`src/rtl/wake_pkg.sv`:
```
package wake_pkg;
    typedef enum logic [1:0] {
        OP_IDLE  = 2'd0,
        OP_WRITE = 2'd1,
        OP_SET   = 2'd2,
        OP_CLR   = 2'd3
    } bus_op_e;

    typedef enum logic [1:0] {
        SEL_POL  = 2'd0,
        SEL_EN   = 2'd1,
        SEL_PEND = 2'd2,
        SEL_NONE = 2'd3
    } bus_sel_e;
endpackage

```
`src/rtl/wake_sync.sv`:
```
module wake_sync #(
    parameter int N_PINS = 8,
    parameter int STAGES = 2
) (
    input  logic              clk,
    input  logic              rst_n,
    input  logic [N_PINS-1:0] pin_i,
    output logic [N_PINS-1:0] sync_o
);
    logic [N_PINS-1:0] stg_d [STAGES];
    logic [N_PINS-1:0] stg_q [STAGES];

    always_comb begin
        stg_d[0] = pin_i;
        for (int s = 1; s < STAGES; s++) begin
            stg_d[s] = stg_q[s-1];
        end
    end

    always_ff @(posedge clk or negedge rst_n) begin
        if (!rst_n) begin
            for (int s = 0; s < STAGES; s++) begin
                stg_q[s] <= '0;
            end
        end else begin
            for (int s = 0; s < STAGES; s++) begin
                stg_q[s] <= stg_d[s];
            end
        end
    end

    assign sync_o = stg_q[STAGES-1];
endmodule

```
`src/rtl/wake_edge_det.sv`:
```
module wake_edge_det #(
    parameter int N_PINS = 8
) (
    input  logic              clk,
    input  logic              rst_n,
    input  logic [N_PINS-1:0] sync_i,
    input  logic [N_PINS-1:0] pol_i,
    output logic [N_PINS-1:0] evt_o
);
    logic [N_PINS-1:0] lvl;
    logic [N_PINS-1:0] lvl_prev_d;
    logic [N_PINS-1:0] lvl_prev_q;

    always_comb begin
        lvl        = sync_i ^ pol_i;
        lvl_prev_d = lvl;
        evt_o      = lvl & ~lvl_prev_q;
    end

    always_ff @(posedge clk or negedge rst_n) begin
        if (!rst_n) lvl_prev_q <= '0;
        else        lvl_prev_q <= lvl_prev_d;
    end
endmodule

```
`src/rtl/wake_regs.sv`:
```
module wake_regs
    import wake_pkg::*;
#(
    parameter int N_PINS = 8,
    localparam int IDX_W = $clog2(N_PINS)
) (
    input  logic              clk,
    input  logic              rst_n,
    input  bus_op_e           op_i,
    input  bus_sel_e          sel_i,
    input  logic [IDX_W-1:0]  idx_i,
    input  logic [N_PINS-1:0] wdata_i,
    input  logic [N_PINS-1:0] evt_i,
    output logic [N_PINS-1:0] pol_o,
    output logic [N_PINS-1:0] en_o,
    output logic [N_PINS-1:0] pend_o
);
    typedef struct packed {
        logic [N_PINS-1:0] pol;
        logic [N_PINS-1:0] en;
        logic [N_PINS-1:0] pend;
    } regs_t;

    regs_t             r_d, r_q;
    logic [N_PINS-1:0] bit_mask;

    function automatic logic [N_PINS-1:0] apply_op(
        input bus_op_e           op,
        input logic [N_PINS-1:0] cur,
        input logic [N_PINS-1:0] data,
        input logic [N_PINS-1:0] mask
    );
        case (op)
            OP_WRITE: apply_op = data;
            OP_SET:   apply_op = cur | mask;
            OP_CLR:   apply_op = cur & ~mask;
            default:  apply_op = cur;
        endcase
    endfunction

    always_comb begin
        bit_mask = {{(N_PINS-1){1'b0}}, 1'b1} << idx_i;
        r_d      = r_q;
        case (sel_i)
            SEL_POL:  r_d.pol  = apply_op(op_i, r_q.pol,  wdata_i, bit_mask);
            SEL_EN:   r_d.en   = apply_op(op_i, r_q.en,   wdata_i, bit_mask);
            SEL_PEND: r_d.pend = apply_op(op_i, r_q.pend, wdata_i, bit_mask);
            default:  ;
        endcase
        // hardware event overrides any software clear in the same cycle
        r_d.pend = r_d.pend | evt_i;
    end

    always_ff @(posedge clk or negedge rst_n) begin
        if (!rst_n) begin
            r_q.pol <= '0;
            r_q.en  <= '0;
        end else begin
            r_q <= r_d;
        end
    end

    assign pol_o  = r_q.pol;
    assign en_o   = r_q.en;
    assign pend_o = r_q.pend;
endmodule

```
`src/rtl/wake_edge_ctrl.sv`:
```
module wake_edge_ctrl
    import wake_pkg::*;
#(
    parameter int N_PINS      = 8,
    parameter int SYNC_STAGES = 2,
    localparam int IDX_W      = $clog2(N_PINS)
) (
    input  logic              clk,
    input  logic              rst_n,
    input  logic [N_PINS-1:0] pin_i,
    input  logic [1:0]        bus_op_i,
    input  logic [1:0]        bus_sel_i,
    input  logic [IDX_W-1:0]  bus_idx_i,
    input  logic [N_PINS-1:0] bus_wdata_i,
    output logic [N_PINS-1:0] rd_data_o,
    input  logic              halt_req_i,
    output logic              wake_req_o,
    output logic              halt_ok_o
);
    logic [N_PINS-1:0] pin_sync;
    logic [N_PINS-1:0] pin_evt;
    logic [N_PINS-1:0] pol_q;
    logic [N_PINS-1:0] en_q;
    logic [N_PINS-1:0] pend_q;
    bus_op_e           op;
    bus_sel_e          sel;

    assign op  = bus_op_e'(bus_op_i);
    assign sel = bus_sel_e'(bus_sel_i);

    wake_sync #(.N_PINS(N_PINS), .STAGES(SYNC_STAGES)) i_sync (
        .clk    (clk),
        .rst_n  (rst_n),
        .pin_i  (pin_i),
        .sync_o (pin_sync)
    );

    wake_edge_det #(.N_PINS(N_PINS)) i_det (
        .clk    (clk),
        .rst_n  (rst_n),
        .sync_i (pin_sync),
        .pol_i  (pol_q),
        .evt_o  (pin_evt)
    );

    wake_regs #(.N_PINS(N_PINS)) i_regs (
        .clk     (clk),
        .rst_n   (rst_n),
        .op_i    (op),
        .sel_i   (sel),
        .idx_i   (bus_idx_i),
        .wdata_i (bus_wdata_i),
        .evt_i   (pin_evt),
        .pol_o   (pol_q),
        .en_o    (en_q),
        .pend_o  (pend_q)
    );

    always_comb begin
        case (sel)
            SEL_POL:  rd_data_o = pol_q;
            SEL_EN:   rd_data_o = en_q;
            SEL_PEND: rd_data_o = pend_q;
            default:  rd_data_o = '0;
        endcase
        wake_req_o = |(en_q & pend_q);
        halt_ok_o  = halt_req_i & ~wake_req_o;
    end
endmodule

```
`config.mk`:
```
export PLATFORM = sky130hd
export DESIGN_NAME = wake_edge_ctrl
export DESIGN_NICKNAME = d
export VERILOG_FILES = /design/src/rtl/wake_pkg.sv /design/src/rtl/wake_sync.sv /design/src/rtl/wake_edge_det.sv /design/src/rtl/wake_regs.sv /design/src/rtl/wake_edge_ctrl.sv
export SDC_FILE = /design/constraint.sdc
export NUM_CORES = 1
export LEC_CHECK = 0
export BUFFER_PORTS_ARGS = -buffer_cell sky130_fd_sc_hd__buf_2
export CAP_MARGIN = 5
export CORE_MARGIN = 3
export CORE_UTILIZATION = 60
export DETAILED_ROUTE_END_ITERATION = 12
export HOLD_SLACK_MARGIN = 0.05
export PLACE_DENSITY = 0.83
export SETUP_SLACK_MARGIN = 0.1
export SYNTH_ARGS = -nofsm -noshare
export SYNTH_HDL_FRONTEND = slang
export SYNTH_SLANG_ARGS = --single-unit
```
`constraint.sdc`:
```
create_clock -name clk -period 2.13 [get_ports clk]
set_input_delay 0.3195 -clock clk [delete_from_list [all_inputs] [get_ports clk]]
set_output_delay 0.3195 -clock clk [all_outputs]
set_load 0.005 [all_outputs]
```
==> results of run 1 <==
## cells in the mapped netlist (all sizes together), types with 5 or more instances
cell and count:
a211oi 18, a22oi 10, a31oi 6, buf 12
dfrtp 40, edfxtp 8, inv 27, mux2i 8
nand3b 5, nor2 6, nor2b 13, o211ai 12
o22ai 18, o2bb2ai 5, xor2 8
## power breakdown
part | switching [mW] | internal (mW) | leakage, nW
clock | 0.292 | 0.266 | 0.0484
sequential | 0.0874 | 1.08 | 0.550
combinational | 0.255 | 0.209 | 0.621
## worst max-delay path, delay by kind of cell, from the launching register on
family	cells	cell delay (ns)
flops	1	0.45
simple gates	2	0.29
compound gates	1	0.27
buf+inv	1	0.12
## layout make-up
class | count | area (sq um)
flip-flops and latches | 48 | 1240
inverters | 27 | 101
well taps | 48 | 60.1
clock buffers | 7 | 86.3
repair buffers | 47 | 280
multi-input cells | 138 | 997
fillers | 273 | 996
clock inverters | 1 | 8.76
## flip-flops by register name, summed over array words and instances (netlist names)
signal / flops
i_det.lvl_prev_q: 8
i_regs.en_o: 8
i_regs.pend_o: 8
i_regs.pol_o: 8
i_sync.stg_d: 8
i_sync.sync_o: 8
## metal layers
metal	vias to the layer above	part of all wire, %	track usage (%)
met4	0	2.9	12.6
li1	927	-	-
met2	141	47	39.0
met5	-	0	0
met1	966	41	34.7
met3	24	9.9	7.54
## stage by stage
step | cell area, sq um | power, mW | cells | util (%)
after floorplan | 2420 | 1.46 | 226 | -
after global placement | 2670 | 1.62 | 307 | 70.8
after detailed placement | 2670 | 1.64 | 307 | 70.8
after CTS | 2780 | 2.20 | 316 | 73.6
after global routing | 2780 | 2.31 | 316 | 73.6
final | 2780 | 2.19 | 316 | 73.6
## final timing paths
kind / from / end / slack (ns) / depth (start not counted)
min: pin_i[4] / i_sync.stg_d[4]$_DFF_PN0_ / 0.11 / 1
max: i_regs.pend_o[2]$_DFFE_PP_ / halt_ok_o / 0.37 / 4
min in group asynchronous: rst_n / i_det.lvl_prev_q[3]$_DFF_PN0_ / 0.42 / 2
min reg2reg: i_sync.stg_d[0]$_DFF_PN0_ / i_sync.sync_o[0]$_DFF_PN0_ / 0.35 / 0
max reg2reg: i_regs.pol_o[0]$_DFFE_PN0P_ / i_regs.pend_o[0]$_DFFE_PP_ / 0.89 / 3
max in group asynchronous: rst_n / i_sync.sync_o[7]$_DFF_PN0_ / 1.26 / 3
## logic make-up after synthesis
| logic type | share of synthesized area (%) |
|---|---|
| AOI/OAI and AO/OA | 23.7 |
| muxes | 3.31 |
| xor gates and xnor gates | 2.90 |
| DFF | 51.3 |
| and+or+nand+nor | 11.3 |
| buffers and inverters | 7.40 |
## placed cells by master, fill, tap and decap left out, types with 2 or more instances in the layout
| cell | instances |
|---|---|
| nand3b_1 | 5 |
| a22oi_1 | 10 |
| o211ai_1 | 12 |
| mux2i_1 | 8 |
| nand3_1 | 4 |
| inv_1 | 26 |
| a31oi_1 | 6 |
| buf_4 | 10 |
| or3b_1 | 3 |
| buf_2 | 35 |
| and2b_1 | 2 |
| a211oi_1 | 18 |
| nor2b_1 | 13 |
| o21ai_0 | 2 |
| xor2_1 | 8 |
| edfxtp_1 | 8 |
| nand2_1 | 2 |
| a221o_1 | 2 |
| clkbuf_8 | 6 |
| o2bb2ai_1 | 5 |
| nand2b_1 | 2 |
| o22ai_1 | 18 |
| nor2_1 | 6 |
| dfrtp_1 | 40 |
==> results.ini, run 1 <==
[run_status]
status=complete, no violations

[pwr]
power_density_nw_per_um2=789
leakagePower_nw=1.22
irDropWorstVdd_v=0.000638

[clocking]
cts.sinks=48
cts.hold.buffers_added=1
htree_num_levels=2
insertion_delay_ns=0.31
cts_setup_buffers=0
cts_buffers=5
path_clk_slew_ns=0.09
clock_path_buffers=2
cts_tree=done
cts_resized=0
cts-root-buf=clkbuf_8

[worst_setup_path]
crit_arrival_ns=1.44
crit_path_max_incr_delay_ns=0.45
start_kind=flip-flop
required_ns=1.81
cp_max_fo=3
setup.worst_path.end_class=output port
crit_type=flip-flop to output port
path_cells=a22oi_1, nand4_1, nor2_1, buf_2
slowest_stage=edfxtp_1

[global_route]
grt_pass1_wl_um=9750
track_usage_pct=26.0
antenna_found_initial=0
overflow=0
grt_pass1_vias=2028
grt_max_degree=26

[placement]
port_buffers=35
dpl.hpwl_um=4120
gp_congestion=0.908
pre_cts_ws_ns=0.460

[timing]
fin_tns_setup_ns=0
finalHoldViolCount=0
fin_crit_sh_pct=82.8
setup_viol_count_final=0
slew_violations=0
slew_headroom_pct=68.1
rsz0062_at_grt=false
worstMarginPinSlew_ns=0.476
fin_skew_ns=0.00785
period_needed_ns=1.76
timing.hold.ws_ns=0.108
fin_ws_ns=0.366
max_freq_ghz=0.567

[route]
drt_iter0_drc=184
drc=0
vias=2058
ant_nets=0
vias_per_cell=6.51
first_pass_iters=6
wl_um=5830
wl_per_cell_um=18.4

[synthesis]
yosysSeqAreaShare_pct=51.3
synth_edf_count=8
synthCells=226
syn_area_sq_um=2420
synthTopCellsByArea=dfrtp_1, edfxtp_1, a211oi_1, o22ai_1, inv_1
ys_ff_latch=48
post-synth-top-area-cell=dfrtp_1
synth.distinct_cells=38
synth-async-reset-ratio_pct=83.3
syn_nets=252
synth_top_area_share_pct=41.4
yosysWarnings=0
ys.flop_type=dfrtp_1
avgSynthCellArea_sq_um=10.7

[hold_path]
hp-class=input pin to flip-flop

[finish]
nets=293
syn2layout_area_growth_pct=14.8
drive_above_1_share_pct=20.9
diodes=0

[die]
io_pins=36
fp.dieH_um=69.5
die_w_um=69.5
dieArea_sq_um=4830
core_area_sq_um=3770
initial_core_util_pct=64.1
row_count=22

[job]
max-cap-violations=0

Power figures use the tool's default switching activity.
==> run 2, diff against run 1 <==
Settings changed: CORE_UTILIZATION 60 to 51, PLACE_DENSITY 0.83 to 0.75.
Clock period 2.13 ns to 1.5 ns, I/O delays scaled along.
==> run 2 against run 1 <==
  * The run now ends with setup timing left
  * Utilization decreased by 6.6 points
  * Largest cell class unchanged
  * Count of clock-buffer cells in the layout decreased by 2
  * Non-clock buffer count increased by 23
  * Highest routed layer unchanged
  * Critical path depth unchanged
  * First-iteration DRC count decreased by 4.3%
  * Cell count increased by 8.5%
  * Total power increased by 51%
  * Combinational power increased by 57%
  * Sequential cell count unchanged
  * Routed wire length increased by 3.7%
==> results.ini, run 2 (synthesized netlist as in run 1, its figures left out) <==
[run_status]
status=finished, violations left
violations=setup timing

[timing]
rsz0062_at_grt=true
fin_ws_ns=-0.0583  ; -0.425 ns
fin_tns_setup_ns=-0.0583  ; -0.0583 ns
max_freq_ghz=0.642
period_needed_ns=1.56
slew_headroom_pct=67.2  ; -0.97 points
finalHoldViolCount=0  ; unchanged
setup_viol_count_final=1  ; +1
slew_violations=0  ; unchanged
fin_crit_sh_pct=104
worstMarginPinSlew_ns=0.493  ; +0.0162 ns
fin_skew_ns=0.0123  ; +0.00442 ns

[pwr]
power_frac_seq_pct=50.3  ; -3.0 points
internal_power_mw=2.38  ; +53%
clkPwrFrac_pct=27.5  ; +2.0 points
power_density_nw_per_um2=1100  ; +40%
swShare_pct=28.2  ; -0.83 points
power_switching_uw=931  ; +47%
irDropWorstVdd_v=0.000669  ; +4.8%
power_mw=3.31  ; +51%
power_frac_comb_pct=22.1  ; +0.9 points
leakagePower_nw=1.33  ; +9.0%

[die]
row_count=24  ; +9.1%
initial_core_util_pct=54.0  ; -10 points
core_area_sq_um=4470  ; +19%
dieArea_sq_um=5600  ; +16%
io_pins=36  ; unchanged
die_w_um=74.8  ; +7.7%
fp.dieH_um=74.8  ; +7.7%

[job]
max-cap-violations=0  ; unchanged

[clocking]
cts_buffers=5  ; unchanged
cts_tree=done
cts.sinks=48  ; unchanged
cts-root-buf=clkbuf_8
clock_path_buffers=2  ; unchanged
htree_num_levels=2  ; unchanged
path_clk_slew_ns=0.09  ; about the same
insertion_delay_ns=0.30  ; about the same

[global_route]
grt_pass1_vias=1994  ; -1.7%
grt_pass1_wl_um=9740  ; about the same
antenna_found_initial=0  ; unchanged
overflow=0  ; unchanged
grt_max_degree=18  ; -31%
track_usage_pct=23.7  ; -2.3 points

[worst_setup_path]
crit_arrival_ns=1.33  ; -0.11 ns
crit_path_max_incr_delay_ns=0.43  ; -0.02 ns
slowest_stage=edfxtp_1
path_cells=a22oi_2, nand4_1, nor2_1, buf_2
cp_max_fo=2  ; -1
setup.worst_path.end_class=output port
timing.critical_path.buf_inv=1  ; unchanged
path_delay_family=flip-flops
crit_type=flip-flop to output port
required_ns=1.27  ; -0.54 ns
start_kind=flip-flop

[finish]
seq_area_sq_um=1240  ; unchanged
syn2layout_area_growth_pct=24.1
diodes=0  ; unchanged
multiInputGateArea_sq_um=1020  ; +2.0%
layout_common_cells=dfrtp_1, buf_2, inv_1
final_common_cell=dfrtp_1
final_cells=343  ; +8.5%
n_fill_cell=357  ; +31%
nets=316  ; +7.8%
drive_above_1_share_pct=25.4  ; +4.5 points
postLayoutCellArea_sq_um=3000  ; +8.1%

[placement]
port_buffers=35  ; unchanged
place_area_sq_um=2750  ; +2.8%
dpl.hpwl_um=4290  ; +4.1%
dp.cells=322  ; +4.9%
gp_congestion=0.860  ; -5.3%

[route]
drc=0  ; unchanged
vias=2033  ; -1.2%
first_pass_iters=4  ; -2
wl_um=6040  ; +3.7%
vias_per_cell=5.93  ; -9.0%
ant_nets=0  ; unchanged
wl_per_cell_um=17.6  ; -4.5%
drt_iter0_drc=176  ; -4.3%

[hold_path]
hp-class=input pin to flip-flop

-- run 2: cell types whose count changed in the layout (fill, tap and decap cells not counted), sizes merged --
cell and delta:
clkinv +1, bufinv +1, clkbuf -2, buf +15, dlygate4sd3 +8
-- run 2: power by group through the flow --
stage / sequential [mW] / clock, mW / combinational (mW)
floorplan: 1.64 / 0 / 0.429
global placement: 1.67 / 0 / 0.652
detailed placement: 1.68 / 0 / 0.667
CTS: 1.66 / 0.927 / 0.725
global route: 1.68 / 0.985 / 0.813
finish: 1.66 / 0.911 / 0.732
-- run 2: cell type report --
type / count / share of cell area [%]
multi-input combinational: 138 / 33.9
tap: 52 / 2.17
clock buffer: 5 / 2.29
timing repair buffer: 70 / 15.6
sequential: 48 / 41.4
clock inverter: 3 / 1.25
inverter: 27 / 3.38
-- run 2: worst min-delay path, stage by stage --
cell and delay [ns]:
buf_2 0.09, a2bb2oi_1 0.07, o2bb2ai_1 0.13
-- run 2: stage by stage --
stage | setup WS, ns | utilization, % | hold slack [ns]
floorplan | 0.229 | - | -0.0706
global placement | 0.0545 | 61.4 | 0.178
detailed placement | 0.0146 | 61.4 | 0.177
CTS | -0.0468 | 66.9 | 0.231
global route | -0.122 | 67.0 | 0.251
finish | -0.0583 | 67.0 | 0.240
-- run 2: timing repair --
action                                  in CTS  in global routing
pin swaps                                    6                  3
cloned                                       0                  0
endpoints found under the hold margin       14                  0
setup buffers                                4                  0
gates resized for setup                      4                  3
hold buffers                                 9                  0
endpoints found under the setup margin       3                  9
-- run 2: layer usage --
layer,vias to the layer above,global-route usage (%),wire (um)
met2,74,38.1,2810
met5,-,0,0
met1,982,32.0,2770
met3,4,5.21,401
met4,0,7.91,59
li1,973,-,-
-- run 2: path summary, 6_finish.rpt --
check / from / endpoint / slack, ns / cells past startpoint
max: i_regs.pend_o[5]$_DFFE_PP_ / halt_ok_o / -0.06 / 4
min: bus_wdata_i[7] / i_regs.en_o[7]$_DFFE_PN0P_ / 0.24 / 3
max reg2reg: i_regs.pol_o[0]$_DFFE_PN0P_ / i_regs.pend_o[0]$_DFFE_PP_ / 0.26 / 3
min reg2reg: i_sync.stg_d[2]$_DFF_PN0_ / i_sync.sync_o[2]$_DFF_PN0_ / 0.35 / 0
max in group asynchronous: rst_n / i_sync.sync_o[2]$_DFF_PN0_ / 0.56 / 3
min in group asynchronous: rst_n / i_sync.sync_o[6]$_DFF_PN0_ / 0.39 / 2
==> run 3, diff against run 2 <==
Settings changed: ABC_AREA set to 1.
==> run 3 against run 2 <==
  * The run still ends with setup timing left
  * Critical path depth grew 2
  * Non-clock buffer count down 8
  * Maximum frequency rose by 2.0%
  * Worst hold slack gained 0.045 ns
  * Register-to-register slack hardly changed
  * Combinational power decreased by 3.1%
  * Via count increased by 9.1%
  * Critical path type unchanged
  * Critical endpoint unchanged
==> results.ini, run 3 <==
[timing]
rsz0062_at_grt=true
fin_ws_ns=-0.0283  ; +0.0300 ns
fin_crit_sh_pct=102  ; -2.0 points
slew_headroom_pct=71.1  ; +3.9 points
fin_skew_ns=0.00598  ; -0.00630 ns
worstMarginPinSlew_ns=0.434  ; -0.0586 ns
setup_viol_count_final=1  ; unchanged
slew_violations=0  ; unchanged
max_freq_ghz=0.654  ; +2.0%
period_needed_ns=1.53  ; -0.0300 ns
timing.hold.ws_ns=0.285  ; +0.0447 ns
finalHoldViolCount=0  ; unchanged

[global_route]
overflow=0  ; unchanged
antenna_found_initial=0  ; unchanged
track_usage_pct=21.8  ; -1.9 points
grt_pass1_wl_um=9400  ; -3.5%
grt_pass1_vias=2023  ; +1.5%
grt_max_degree=19  ; +1

[placement]
gp_congestion=0.888  ; +3.2%
pre_cts_ws_ns=0.0653  ; +0.0507 ns
dpl.hpwl_um=4340  ; +1.2%
port_buffers=35  ; unchanged

[run_status]
status=finished, violations left
violations=setup timing

[worst_setup_path]
start_kind=flip-flop
cp_max_fo=3  ; +1
crit_type=flip-flop to output port
path_cells=nand2_1, o21ai_1, nor2_1, nand2_1, nor2_1, buf_2
r2r-end=i_regs.pend_o[3]$_DFFE_PP_
r2r_slack_ns=0.25  ; about the same
crit_path_max_incr_delay_ns=0.43  ; about the same
reg2reg_from=i_regs.pol_o[3]$_DFFE_PN0P_
slowest_stage=edfxtp_1
ff2ff_path_depth=5  ; +2
required_ns=1.27  ; about the same
crit_arrival_ns=1.30  ; -0.03 ns
setup.worst_path.end_class=output port

[die]
die_w_um=75.9  ; +1.4%
initial_core_util_pct=54.9  ; +0.91 points
fp.dieH_um=75.9  ; +1.4%
row_count=24  ; unchanged
io_pins=36  ; unchanged
core_area_sq_um=4530  ; +1.3%
dieArea_sq_um=5760  ; +2.8%

[synthesis]
avgSynthCellArea_sq_um=7.93  ; -26%
synthMuxAreaShare_pct=0  ; -3.3 points
synth-compound-area-share_pct=7.33  ; -16 points
yosysWarnings=0  ; unchanged
synthTopCellsByArea=dfrtp_1, nand2_1, edfxtp_1, nand3_1, inv_1
synthAdderAreaFrac_pct=0  ; unchanged
synthCells=314  ; +39%
ys_ff_latch=48  ; unchanged
post-synth-top-area-cell=dfrtp_1
synth-async-reset-ratio_pct=83.3  ; unchanged
synth_edf_count=8  ; unchanged
synth_simple_gate_area_share_pct=34.8  ; +23 points
synth_xor_xnor_area_share_pct=0.352  ; -2.5 points
syn_area_sq_um=2490  ; +3.1%
yosysSeqAreaShare_pct=49.8  ; -1.5 points
synth_top_family_by_area=simple AND/OR/NAND/NOR gates
synth_top_area_share_pct=40.2  ; -1.2 points
synth.distinct_cells=23  ; -39%
synth_most_common_cell=nand2_1
syn_nets=340  ; +35%
ys.flop_type=dfrtp_1
yosys-top-cells-count=nand2_1, dfrtp_1, inv_1, nand3_1, o21ai_0

[clocking]
cts.sinks=48  ; unchanged
clock_path_buffers=2  ; unchanged
cts-root-buf=clkbuf_8
insertion_delay_ns=0.29  ; about the same
cts_tree=done
htree_num_levels=2  ; unchanged
path_clk_slew_ns=0.09  ; about the same
cts_buffers=5  ; unchanged

[pwr]
leakagePower_nw=1.57  ; +18%
swShare_pct=28.2  ; about the same
power_frac_seq_pct=49.8  ; -0.5 points
clkPwrFrac_pct=28.2  ; +0.7 points
irDropWorstVdd_v=0.000617  ; -7.7%
internal_power_mw=2.32  ; -2.4%
power_density_nw_per_um2=1060  ; -4.0%
power_switching_uw=909  ; -2.3%
power_frac_comb_pct=22.0  ; about the same

[finish]
diodes=0  ; unchanged
nets=402  ; +27%
syn2layout_area_growth_pct=22.5
final_core_util_pct=67.3  ; +0.24 points
final_common_cell=nand2_1
layout_common_cells=nand2_1, dfrtp_1, buf_2
drive_above_1_share_pct=23.3  ; -2.1 points

[route]
vias_per_cell=5.02  ; -15%
wl_um=5710  ; -5.5%
drc=0  ; unchanged
drt_iter0_drc=156  ; -11%
vias=2219  ; +9.1%
ant_nets=0  ; unchanged
wl_per_cell_um=12.9  ; -27%
first_pass_iters=4  ; unchanged

[job]
max-cap-violations=0  ; unchanged

[hold_path]
min_from=bus_wdata_i[7]
whs_endpoint=i_regs.en_o[7]$_DFFE_PN0P_
hold_depth=5  ; +2
hp-class=input pin to flip-flop

[run 3: area by class of cell]
type / instances / area (sq um)
Clock inverter: 3 / 42.5
Multi-Input combinational cell: 223 / 1070
Inverter: 36 / 138
Timing Repair Buffer: 62 / 412
Clock buffer: 5 / 68.8
Tap cell: 65 / 81.3
Fill cell: 392 / 1480
Sequential cell: 48 / 1240
[run 3: per-layer routing]
| layer | vias up | track usage (%) | wire [um] |
|---|---|---|---|
| li1 | 1121 | - | - |
| met1 | 1033 | 31.3 | 2630 |
| met2 | 61 | 35.0 | 2660 |
| met3 | 4 | 3.96 | 375 |
| met4 | 0 | 4.27 | 45 |
| met5 | - | 0 | 0 |
[run 3: cell families after synthesis]
family | Yosys count
AND/OR/NAND/NOR | 192
AO/OA/AOI/OAI | 30
flip-flops | 48
XOR/XNOR | 1
buffers and inverters | 43
[run 3: worst max-delay path by stage]
stage                                           start                          to  slack (ns)
final                      i_regs.pend_o[0]$_DFFE_PP_                   halt_ok_o       -0.03
after global routing       i_regs.pend_o[0]$_DFFE_PP_                   halt_ok_o       -0.13
after CTS                  i_regs.pend_o[0]$_DFFE_PP_                   halt_ok_o       -0.04
after detailed placement                 bus_sel_i[0]  i_regs.pend_o[2]$_DFFE_PP_        0.07
after global placement                   bus_sel_i[0]  i_regs.pend_o[1]$_DFFE_PP_        0.13
after floorplan           i_regs.pol_o[4]$_DFFE_PN0P_  i_regs.pend_o[4]$_DFFE_PP_        0.35
[run 3: metrics by stage]
step / area, sq um / TNS, ns / power (mW) / cells
detailed placement: 2780 / 0 / 2.27 / 418
global placement: 2780 / 0 / 2.25 / 418
finish: 3050 / -0.0283 / 3.23 / 442
floorplan: 2490 / 0 / 2.03 / 314
CTS: 3020 / -0.0421 / 3.24 / 441
global route: 3050 / -0.156 / 3.42 / 442
[run 3: worst max-delay path, delay by kind of cell (launching register included)]
family | cells | cell delay [ns]
DFF | 1 | 0.43
and+or+nand+nor | 4 | 0.40
buffers and inverters | 1 | 0.11
AOI/OAI and AO/OA | 1 | 0.07
[run 3: power by group through the flow]
stage | sequential, mW | combinational (mW) | clock [mW]
6_report | 1.61 | 0.709 | 0.912
5_1_grt | 1.63 | 0.814 | 0.984
4_1_cts | 1.60 | 0.692 | 0.947
3_5_place_dp | 1.63 | 0.639 | 0
3_3_place_gp | 1.63 | 0.625 | 0
2_1_floorplan | 1.60 | 0.428 | 0
[run 3: repair_timing]
action | in CTS | in global routing
pin swaps | 4 | 3
gates resized for setup | 3 | 10
setup endpoints to repair | 2 | 7
buffers inserted | 6 | 2
hold buffers | 9 | 0
gates cloned | 0 | 0
hold endpoints to repair | 15 | 0
